### src/rtl/xy_scope_router.sv
module xy_scope_router #(
  parameter int W        = 14,
  parameter int TICK_DIV = 500000
) (
  input  logic         clk,
  input  logic         rst_n,
  input  logic [W-1:0] u_deg0,
  input  logic [W-1:0] v_deg0,
  input  logic [W-1:0] w_deg0,
  input  logic [W-1:0] u_deg45,
  input  logic [W-1:0] v_deg45,
  input  logic [W-1:0] w_deg45,
  input  logic [W-1:0] u_deg90,
  input  logic [W-1:0] v_deg90,
  input  logic [W-1:0] w_deg90,
  input  logic         auto_mode,
  input  logic [1:0]   ang_first,
  input  logic [1:0]   ang_second,
  input  logic [1:0]   proj_sel,
  output logic [W-1:0] sig_x,
  output logic [W-1:0] sig_y,
  output logic         dac_clk
);

  localparam int CW = (TICK_DIV > 2) ? $clog2(TICK_DIV) : 1;
  localparam logic [CW-1:0] LAST = CW'(TICK_DIV - 1);

  logic [CW-1:0] tick_cnt;
  logic          alt_q;
  logic          tick;
  logic [1:0]    ang;
  logic [W-1:0]  su, sv, sw;
  logic [W-1:0]  nx, ny;

  assign dac_clk = clk;
  assign tick    = (tick_cnt == LAST);
  assign ang     = (auto_mode && alt_q) ? ang_second : ang_first;

  // refresh divider: one phase flip every TICK_DIV cycles
  always_ff @(posedge clk or negedge rst_n) begin
    if (!rst_n) begin
      tick_cnt <= '0;
      alt_q    <= 1'b0;
    end else if (tick) begin
      tick_cnt <= '0;
      alt_q    <= ~alt_q;
    end else begin
      tick_cnt <= tick_cnt + 1'b1;
    end
  end

  always_comb begin
    case (ang)
      2'd1:    begin su = u_deg45; sv = v_deg45; sw = w_deg45; end
      2'd2:    begin su = u_deg90; sv = v_deg90; sw = w_deg90; end
      default: begin su = u_deg0;  sv = v_deg0;  sw = w_deg0;  end
    endcase
  end

  always_comb begin
    case (proj_sel)
      2'd1:    begin nx = su; ny = sw; end
      2'd2:    begin nx = sv; ny = sw; end
      default: begin nx = su; ny = sv; end
    endcase
  end

  always_ff @(posedge clk or negedge rst_n) begin
    if (!rst_n) begin
      sig_x <= '0;
      sig_y <= '0;
    end else begin
      sig_x <= nx;
      sig_y <= ny;
    end
  end

endmodule

### config.mk
export PLATFORM = sky130hd
export DESIGN_NAME = xy_scope_router
export DESIGN_NICKNAME = d
export VERILOG_FILES = /design/src/rtl/xy_scope_router.sv
export SDC_FILE = /design/constraint.sdc
export NUM_CORES = 1
export LEC_CHECK = 0
export BUFFER_PORTS_ARGS = -buffer_cell sky130_fd_sc_hd__buf_2
export CORE_ASPECT_RATIO = 0.6
export CORE_MARGIN = 2
export CORE_UTILIZATION = 47
export CTS_CLUSTER_DIAMETER = 60
export DETAILED_ROUTE_END_ITERATION = 7
export HOLD_SLACK_MARGIN = 0.06
export PLACE_DENSITY = 0.86
export SLEW_MARGIN = 0
export SYNTH_ARGS = -nofsm -noshare
export SYNTH_HDL_FRONTEND = slang
export SYNTH_SLANG_ARGS = --single-unit
### constraint.sdc
create_clock -name clk -period 3.16 [get_ports clk]
set_input_delay 0.474 -clock clk [delete_from_list [all_inputs] [get_ports clk]]
set_output_delay 0.474 -clock clk [all_outputs]
set_load 0.02 [all_outputs]
Word level (Yosys, flattened, before mapping)
Cells that the tools add are included.

word-level totals
  bits in registers = 48
  input bits = 135
  output and inout bits = 29

operators by class
  $add $sub $neg = 1
  equal/unequal tests = 5
  muxes and demuxes = 7
  bitwise operators = 1
  reductions and logical operators = 2

operators with widths
  operator                 count
  $pmux W14 S2             3
  $mux W14                 2
  $add A19 B1 Y19 const B  1
  $eq A19 B19 Y1 const B   1
  $mux W19                 1
  $eq A2 B1 Y1 const B     2
  $eq A2 B2 Y1 const B     2
  $mux W2                  1
  $reduce_or A2 Y1         1
  $logic_and A1 B1 Y1      1
  $not A1 Y1               1

Depth between registers and ports, before layout
  depth after elaboration = 5
  depth in mapped cells = 10
  depth with buffers taken out = 8

==> flow_metrics.env <==
export IMPL_status="finished clean"
export IMPL_setup_viol=0
export IMPL_slew_headroom=0.312
export IMPL_hold_viol=0
export IMPL_cts_tree="built"
export IMPL_critPathKind="clk2out"
export IMPL_avgSynthCellArea_um2=8.33
export IMPL_vias_per_cell=5.46
export IMPL_arrival_ps=1950
export IMPL_cp_common_cell="clkbuf_8"
export IMPL_core_area_mm2=0.00562
export IMPL_cp_start_kind="clock port"
export IMPL_die_h_um=63.5
export IMPL_p_per_area_mw_per_mm2=440
export IMPL_insertion_delay_ps=420
export IMPL_fin_ws_ps=731
export IMPL_antenna_found_initial=0
export IMPL_rsz0062_at_grt="no"
export IMPL_dp_slack_ps=638
export IMPL_wl_per_cell_um=15.3
export IMPL_crit_chain="clkbuf_8 -> clkbuf_8 -> buf_2"
export IMPL_cts_resized=0
export IMPL_tightestPinTransition_ps=1030
export IMPL_final_util=0.671
export IMPL_netlist_area_mm2=0.00277
export IMPL_io_pins=164
export IMPL_synth_cell_types=27
export IMPL_cp_end_kind="primary output"
export IMPL_routed_wl_um=8590
export IMPL_n_fill_cell=479
export IMPL_critPathBufInv=3
export IMPL_critPathSlowestCell="buf_2"
export IMPL_start_util=0.493
export IMPL_multi_input_area_mm2=0.00145
export IMPL_chipWidth_um=103
export IMPL_rows=21
export IMPL_grt_pass1_wl_um=13100
export IMPL_finalNonFillerCells=563
export IMPL_hold_path_class="in2async"
export IMPL_fin_skew_ps=11.0
export IMPL_firstDrtPassIters=5
export IMPL_drc_errors=0
export IMPL_p_leak_nw=1.88
export IMPL_die_area_mm2=0.00655
export IMPL_cp_max_fo=2
export IMPL_ys_seq_area_frac=0.433
export IMPL_hold_buffers=0
export IMPL_cts_clk_slew_worst_paths_ps=100
export IMPL_mostFrequentLayoutCell="buf_2"
export IMPL_grt_pass1_vias=2852
export IMPL_critical_path_top_delay_family="buffers and inverters"
export IMPL_gp_congestion=0.880
export IMPL_grt_ovfl_total=0
export IMPL_grt_max_degree=85
export IMPL_maxCapViolations=0
export IMPL_drive_gt1_frac=0.379
export IMPL_track_usage=0.267
export IMPL_syn_instance_count=333
export IMPL_antenna_cells=0
export IMPL_hpwlAfterDp_um=6330
export IMPL_portBuffers=163
export IMPL_cts_setup_buffers=0
export IMPL_area_growth_syn_to_layout_pct=36.1
export IMPL_layout_nets=621
export IMPL_drt_iter0_drc=151
export IMPL_ant_nets=0
export IMPL_vias=3074
export IMPL_final_cell_mix="buf_2 (163), nand2_1 (49), dfrtp_1 (48)"
export IMPL_synthesis_nets=472
export IMPL_drv_slew=0
export IMPL_ir_drop_uv=244
export IMPL_fin_setup_tns_ps=0
export IMPL_seq_area_mm2=0.00120
export IMPL_synth_seq_cells=48
export IMPL_dp_cells=552
export IMPL_worstPathRequired_ps=2690
export IMPL_yosysWarnings=0
export IMPL_critical_path_max_stage_delay_ps=150
## area by class of cell
class / count / share of cell area
Multi-Input combinational cell: 254 / 0.385
Timing Repair Buffer: 165 / 0.224
Clock buffer: 9 / 0.0305
Inverter: 4 / 0.00398
Sequential cell: 48 / 0.318
Clock inverter: 3 / 0.0113
Tap cell: 80 / 0.0265
## cells by family (layout without fill, tap and decap cells)
group / count (synthesis) / in the layout / share of synthesized area
AND/OR/NAND/NOR: 117 / 117 / 0.196
AO/OA/AOI/OAI: 114 / 114 / 0.247
adder cells (fa/ha/maj): 4 / 4 / 0.0181
buffers and inverters: 31 / 181 / 0.0438
XOR/XNOR: 16 / 16 / 0.0505
flip-flops: 48 / 48 / 0.433
multiplexers: 3 / 3 / 0.0113
## worst reg2reg max path: stages, from the launching register on
cell and delay, ps:
dfrtp_1 400, nand2_1 100, mux2_2 360, inv_1 60, ha_1 130, buf_4 390, a22oi_1 190, o21ai_0 420
nand2_1 90, o21ai_0 130
## layer usage
| metal | vias up | wire length [µm] | track usage | share of wire |
|---|---|---|---|---|
| met2 | 163 | 3770 | 0.405 | 0.44 |
| li1 | 1472 | - | - | - |
| met1 | 1425 | 3820 | 0.358 | 0.44 |
| met4 | 0 | 113 | 0.0921 | 0.013 |
| met5 | - | 0 | 0 | 0 |
| met3 | 14 | 891 | 0.0899 | 0.10 |
## synth_stat cells
library cell	count	area [µm²]
nor3b_1	1	7.51
nor3_1	2	10.0
nand3_1	8	40.0
and3_1	2	12.5
nand4_1	4	25.0
nor4b_1	2	17.5
nor2_1	42	158
nor4_4	1	21.3
a2111oi_2	1	15.0
dfrtp_1	48	1200
a21oi_1	29	145
inv_1	4	15.0
a22oi_1	42	315
nand4_4	2	42.5
buf_4	1	7.51
nor2b_1	1	6.26
buf_2	1	5.00
mux2_2	1	11.3
nand2_1	49	184
mux2i_1	2	20.0
o21ai_0	42	210
ha_1	4	50.1
xor2_1	7	61.3
xnor2_1	9	78.8
buf_1	4	15.0
clkbuf_1	21	78.8
nor4_1	3	18.8
## where the power goes
group	switching [mW]	internal, mW
Combinational	0.245	0.156
Clock	0.254	0.324
Sequential	0.0177	0.662
## final timing paths
path / start / to / slack, ps / cells past startpoint
max reg2reg: alt_q$_DFFE_PN0N_ / sig_x[12]$_DFF_PN0_ / 790 / 9
max: clk / dac_clk / 730 / 3
min in group clk: u_deg0[4] / sig_x[4]$_DFF_PN0_ / 330 / 3
max in group asynchronous: rst_n / tick_cnt[9]$_DFF_PN0_ / 2300 / 1
min: rst_n / sig_x[4]$_DFF_PN0_ / 230 / 1
min reg2reg: alt_q$_DFFE_PN0N_ / alt_q$_DFFE_PN0N_ / 480 / 1
## per-stage QoR
step	hold slack, ps	area, µm²	power [mW]
after floorplan	178	2770	0.936
after global placement	484	3620	1.11
after detailed placement	468	3620	1.12
after CTS	281	3770	1.66
after global routing	307	3770	1.73
final	234	3770	1.66
## state kept, by name (all words and copies together), names as in the netlist
signal	cells
alt_q	1
tick_cnt	19
sig_y	14
sig_x	14
No activity file was read; power rests on OpenSTA's default activity.
